**src/rtl/fetch_patch_pkg.sv**
```systemverilog
package fetch_patch_pkg;
  localparam int unsigned BUS_AW = 16;
  localparam int unsigned BUS_DW = 8;
  localparam int unsigned PORT_AW = 8;
  localparam logic [BUS_AW-1:0] DEF_PATCH_ADDR = 16'h006D;
  localparam logic [BUS_DW-1:0] DEF_PATCH_BYTE = 8'h28;
  localparam logic [PORT_AW-1:0] DEF_IO_PORT = 8'h6D;
endpackage

```
**src/rtl/fetch_addr_match.sv**
```systemverilog
module fetch_addr_match #(
  parameter int unsigned AW = 16,
  parameter logic [AW-1:0] MATCH_ADDR = '0
) (
  input  logic          clk,
  input  logic          rst_n,
  input  logic          en,
  input  logic [AW-1:0] addr,
  input  logic          m1_n,
  input  logic          mreq_n,
  input  logic          rd_n,
  output logic          hit
);
  logic addr_eq;
  logic fetch_rd;

  assign addr_eq  = (addr == MATCH_ADDR);
  assign fetch_rd = ~m1_n & ~mreq_n & ~rd_n;
  assign hit      = rst_n & en & fetch_rd & addr_eq;

  // refresh cycles carry m1_n high and must never match
  p_refresh_quiet_r3: assert property (@(posedge clk) disable iff (!rst_n)
    (m1_n && !mreq_n && rd_n) |-> !hit);
  p_data_read_quiet_r4: assert property (@(posedge clk) disable iff (!rst_n)
    m1_n |-> !hit);
endmodule

```
**src/rtl/patch_drive.sv**
```systemverilog
module patch_drive #(
  parameter int unsigned DW = 8,
  parameter logic [DW-1:0] SUB_BYTE = '0
) (
  input  logic          hit,
  output logic          dis_n,
  output logic [DW-1:0] dout,
  output logic          oe
);
  assign dis_n = ~hit;
  assign oe    = hit;
  assign dout  = hit ? SUB_BYTE : '0;
endmodule

```
**src/rtl/io_port_select.sv**
```systemverilog
module io_port_select #(
  parameter int unsigned PW = 8,
  parameter logic [PW-1:0] PORT = '0
) (
  input  logic          clk,
  input  logic          rst_n,
  input  logic [PW-1:0] port_addr,
  input  logic          m1_n,
  input  logic          iorq_n,
  input  logic          rd_n,
  input  logic          wr_n,
  output logic          in_sel_n,
  output logic          out_sel_n
);
  logic io_cycle;

  assign io_cycle  = rst_n & ~iorq_n & m1_n & (port_addr == PORT);
  assign in_sel_n  = ~(io_cycle & ~rd_n);
  assign out_sel_n = ~(io_cycle & ~wr_n);

  // interrupt acknowledge must not look like a port access
  p_ack_no_select_r10: assert property (@(posedge clk) disable iff (!rst_n)
    (!m1_n && !iorq_n) |-> (in_sel_n && out_sel_n));
  p_single_select_r8: assert property (@(posedge clk) disable iff (!rst_n)
    (rd_n || wr_n) |-> $onehot0({~in_sel_n, ~out_sel_n}));
  p_out_needs_wr_r9: assert property (@(posedge clk) disable iff (!rst_n)
    !out_sel_n |-> (!wr_n && !iorq_n));
endmodule

```
**src/rtl/fetch_patch_top.sv**
```systemverilog
module fetch_patch_top
  import fetch_patch_pkg::*;
#(
  parameter int unsigned AW = BUS_AW,
  parameter int unsigned DW = BUS_DW,
  parameter int unsigned PW = PORT_AW,
  parameter logic [AW-1:0] PATCH_ADDR = DEF_PATCH_ADDR,
  parameter logic [DW-1:0] PATCH_BYTE = DEF_PATCH_BYTE,
  parameter logic [PW-1:0] IO_PORT = DEF_IO_PORT
) (
  input  logic          clk,
  input  logic          rst_n,
  input  logic          patch_en,
  input  logic [AW-1:0] addr,
  input  logic          m1_n,
  input  logic          mreq_n,
  input  logic          iorq_n,
  input  logic          rd_n,
  input  logic          wr_n,
  output logic          bus_dis_n,
  output logic [DW-1:0] dbus_out,
  output logic          dbus_oe,
  output logic          in_sel_n,
  output logic          out_sel_n
);
  logic fetch_hit;

  fetch_addr_match #(.AW(AW), .MATCH_ADDR(PATCH_ADDR)) u_match (
    .clk(clk), .rst_n(rst_n), .en(patch_en), .addr(addr),
    .m1_n(m1_n), .mreq_n(mreq_n), .rd_n(rd_n), .hit(fetch_hit)
  );

  patch_drive #(.DW(DW), .SUB_BYTE(PATCH_BYTE)) u_drive (
    .hit(fetch_hit), .dis_n(bus_dis_n), .dout(dbus_out), .oe(dbus_oe)
  );

  io_port_select #(.PW(PW), .PORT(IO_PORT)) u_io (
    .clk(clk), .rst_n(rst_n), .port_addr(addr[PW-1:0]),
    .m1_n(m1_n), .iorq_n(iorq_n), .rd_n(rd_n), .wr_n(wr_n),
    .in_sel_n(in_sel_n), .out_sel_n(out_sel_n)
  );

  p_fetch_strobe_r1: assert property (@(posedge clk) disable iff (!rst_n)
    (patch_en && !m1_n && !mreq_n && !rd_n && addr == PATCH_ADDR) |-> !bus_dis_n);
  p_byte_with_strobe_r2: assert property (@(posedge clk) disable iff (!rst_n)
    !bus_dis_n |-> (dbus_oe && dbus_out == PATCH_BYTE));
  p_other_addr_r5: assert property (@(posedge clk) disable iff (!rst_n)
    (addr != PATCH_ADDR) |-> (bus_dis_n && !dbus_oe));
  p_disabled_r6: assert property (@(posedge clk) disable iff (!rst_n)
    !patch_en |-> (bus_dis_n && !dbus_oe));
  p_release_r7: assert property (@(posedge clk) disable iff (!rst_n)
    (rd_n || mreq_n) |-> !dbus_oe);
  p_release_edge_r7: assert property (@(posedge clk) disable iff (!rst_n)
    $rose(rd_n) |-> !dbus_oe);
endmodule

```
**config.mk**
```make
export PLATFORM = sky130hd
export DESIGN_NAME = fetch_patch_top
export DESIGN_NICKNAME = d
export VERILOG_FILES = /design/src/rtl/fetch_patch_pkg.sv /design/src/rtl/fetch_addr_match.sv /design/src/rtl/patch_drive.sv /design/src/rtl/io_port_select.sv /design/src/rtl/fetch_patch_top.sv
export SDC_FILE = /design/constraint.sdc
export NUM_CORES = 1
export LEC_CHECK = 0
export CAP_MARGIN = 30
export CORE_AREA = 2 2 39 41
export DETAILED_ROUTE_END_ITERATION = 8
export DIE_AREA = 0 0 41 43
export PLACE_DENSITY = 0.6
export SLEW_MARGIN = 25
export SYNTH_ARGS = -nofsm -noshare
export SYNTH_HDL_FRONTEND = slang
export SYNTH_SLANG_ARGS = --single-unit
```
**constraint.sdc**
```tcl
create_clock -name vclk -period 1.8
set_input_delay 0.45 -clock vclk [all_inputs]
set_output_delay 0.45 -clock vclk [all_outputs]
set_load 0.1 [all_outputs]
```
-- Word-level counts from Yosys, hierarchy flattened
Cells that the tools add are included.
Widths: inputs -> output; s select.
- word-level logic and storage cells: 21
- output and inout bits: 12
- bits in registers: 0
- bits of input ports: 24
- eq/ne operators: 2
- multiplexer cells: 1
- bitwise logic cells: 18
- operators by type and width (kind ; count):
    $eq 16x7->1 const B ; 1
    $and 1x1->1 ; 10
    $eq 8x7->1 const B ; 1
    $not 1->1 ; 8
    $mux 6 ; 1

-- Depth between registers and ports, before layout
- depth in word-level cells: 6
- depth in mapped cells: 4
- gate-level depth less buffers: 3

-- Hierarchy
From an unflattened synthesis, not the netlist that was laid out.
- cells, all modules: 25
- area, all modules: 192.7 µm²
- by module, submodules not included (module ; cells an instance ; instances ; area each (µm²) ; seq. area each (µm²)):
    patch_drive ; 11 ; 1 ; 75.1 ; 0.0
    fetch_addr_match ; 8 ; 1 ; 60.1 ; 0.0
    io_port_select ; 6 ; 1 ; 57.6 ; 0.0

-- Worst setup path before layout
OpenSTA, ideal clock, no wires.
- path type: in2out
- from: input port addr[7]
- to: output port dbus_out[3]
- arrival time: 2.146 ns
- setup slack: -0.796 ns
- stages on the path: 4
- buffers on the path: 1
- cell sequence: nand4bb_1 -> nor3_1 -> and4_1 -> buf_4
- longest elaborated chain between the ends: 3
- ends and longest elaborated chain (what ; line ; RTL):
    start, declared ; fetch_patch_top.sv:14 ; input logic [AW-1:0] addr,
    $eq 16x7->1 ; fetch_addr_match.sv:17 ; assign addr_eq = (addr == MATCH_ADDR);
    $and 1x1->1 ; fetch_addr_match.sv:19 ; assign hit = rst_n & en & fetch_rd & addr_eq;
    net dbus_oe ; fetch_patch_top.sv:22 ; output logic dbus_oe,
    $mux 6 ; patch_drive.sv:12 ; assign dout = hit ? SUB_BYTE : '0;
    end, declared ; fetch_patch_top.sv:21 ; output logic [DW-1:0] dbus_out,
The timed path passes the listed nets, and every way through them passes these cells.

-- Final worst setup path
- from: input port addr[1]
- to: output port in_sel_n
- longest elaborated chain between the ends: 4
- ends and longest elaborated chain (what ; line ; RTL):
    $eq 8x7->1 ; io_port_select.sv:17 ; assign io_cycle = rst_n & ~iorq_n & m1_n & (port_addr == PORT);
    $and 1x1->1 ; io_port_select.sv:17 ;
    $and 1x1->1 ; io_port_select.sv:18 ; assign in_sel_n = ~(io_cycle & ~rd_n);
    $not 1->1 ; io_port_select.sv:18 ;
    end, declared ; fetch_patch_top.sv:23 ; output logic in_sel_n,
No other way between the ends.

==> results <==
-- power by group through the flow --
stage          Sequential [mW]  Combinational, mW  Clock, mW
6_report                     0              0.108          0
5_1_grt                      0              0.112          0
3_5_place_dp                 0              0.116          0
4_1_cts                      0              0.106          0
3_3_place_gp                 0              0.115          0
2_1_floorplan                0             0.0717          0
-- final cells by class --
type               instances  area share (%)
multi-input cells         17            34.7
well taps                 16            3.96
repair buffers            32            61.4
-- layout by cell type (no fill, tap or decap), types with 2 or more instances in the layout --
master / n
buf_4: 3
or4_4: 2
clkdlybuf4s15_1: 4
buf_12: 6
buf_6: 4
nor4_4: 2
conb_1: 6
buf_2: 13
dlygate4sd2_1: 2
-- worst max-delay path: stages --
cell and delay, ps:
buf_6 90, nand4b_1 230, or4_4 540, buf_12 180
-- routing by layer --
metal | wire [um] | global-route usage [%] | vias to the layer above
met3 | 32 | 0 | 0
met2 | 436 | 14.7 | 11
met4 | 0 | 0 | 0
met5 | 0 | 0 | -
met1 | 199 | 9.55 | 108
li1 | - | - | 125
-- timing repair --
action / CTS / global route
pin swaps: 10 / 3
gates resized for setup: 77 / 2
hold buffers: 0 / 0
setup buffers: 0 / 0
gates cloned: 0 / 0
endpoints found under the setup margin: 6 / 6
-- synthesized netlist by cell type --
library cell and number:
nand4_1 1, buf_4 8, and4_1 1, nand4bb_1 1, nor4_1 2, nor4bb_1 1, or4_1 2, nand3b_1 1
nand4b_1 1, nor3_1 1, conb_1 1
-- worst max-delay path by stage --
stage | cells after the start | slack [ps] | endpoint
floorplan | 3 | -400 | bus_dis_n
global placement | 4 | -500 | out_sel_n
detailed placement | 4 | -500 | in_sel_n
CTS | 4 | -180 | in_sel_n
global route | 4 | -170 | out_sel_n
finish | 4 | -150 | in_sel_n
-- kinds of logic (layout without fill, tap and decap cells) --
kind of cell | count (synthesis) | after routing | share of synthesized area (%)
other | 1 | 6 | 2.52
AND/OR/NAND/NOR | 11 | 11 | 57.1
buffers and inverters | 8 | 32 | 40.3
==> summary.md <==
| Metric | Value |
|---|---|
| Unrepaired setup endpoints after global routing | yes |
| Leak Pwr | 0.221 nW |
| NetSw | 72.1 uW |
| Fillers | 152 |
| Setup violations, final | 5 |
| Crit path time final | 1950 ps |
| Initial core utilization | 10.8% |
| DP Worst Slack | -504 ps |
| Fmax achieved | 0.514 GHz |
| Placed cells | 65 |
| Critical Path RT | 1350 ps |
| Post-synthesis sequential area ratio | 0% |
| Nets | 75 |
| Gpl congestion | 0.613 |
| Vias in the first global route | 212 |
| Synth Warn # | 0 |
| Clock power share | 0% |
| DRT iter0 DRCs | 4 |
| CP Launch Type | primary input |
| Crit share post-route | 108% |
| Sequential cell area | 0 um^2 |
| Antenna Nets Post-Route | 0 |
| Vias per inst | 3.75 |
| Hold path start | wr_n |
| Syn Area/Cell | 7.44 um^2 |
| Overflow after GRT | 0 |
| Design Power | 108 uW |
| Pwr dens | 213 nW/um^2 |
| # rows | 14 |
| Die Wd | 41 um |
| Failing checks | negative setup slack |
| Mapped Cells | 20 |
| Synth-to-Final Area Change | 239% |
| # IOs | 36 |
| Hold Slack | 1390 ps |
| Outcome | finished, violations left |
| Critical path class | in2out |
| Int Pwr | 35.7 uW |
| Final Hold Viols | 0 |
| Core Util, Final | 36.5% |
| Die Ht | 43 um |
| Crit path capture type | primary output |
| Post-Layout Cell Count | 65 |
| Max-slew violations | 0 |
| Switching Share | 66.9% |
| Register share of total power | 0% |
| Start point of the critical path | addr[1] |
| Top cell type by total area after synthesis | buf_4 |
| Total number of vias | 244 |
| CORE AREA | 1380 um^2 |
| Clock buffers | 0 |
| Initial antenna violation count | 0 |
| Largest net degree at the start of global routing | 4 |
| Setup_tns | -599 ps |
| Die Area | 1760 um^2 |
| HP Class | in2out |
| WL/cell | 10.3 um |
| Maximum VDD drop | 108 uV |
| Syn Std Cell Area | 149 um^2 |
| Placed cell area | 524 um^2 |
| Final instance area | 505 um^2 |
| Hold depth | 3 |
| Worst min-delay path endpoint | out_sel_n |
| Diode count | 0 |
| CP arrival | 1500 ps |
| Final WS setup | -146 ps |
| Wirelength, routed | 667 um |
| Combinational share of power | 100.0% |
| Share of the synthesized area in the top cell type | 40.3% |
| DRC Markers | 0 |
| Share of cells above drive strength 1 | 69.4% |
| Synth area leaders | buf_4, or4_1, nor4_1 |
| Max Cap Viol | 0 |
| Post-synth cell types | 11 |
| Total GRT Usage | 7.71% |
| Multi-input gate area | 175 um^2 |
| Max Fanout on Critical Path | 3 |
| First-pass GRT wire length | 972 um |
| Router iterations before antenna repair | 2 |
| Port bufs | 29 |
| Sequential cell count | 0 |
Note: power is estimated with default switching activity, not from simulation.
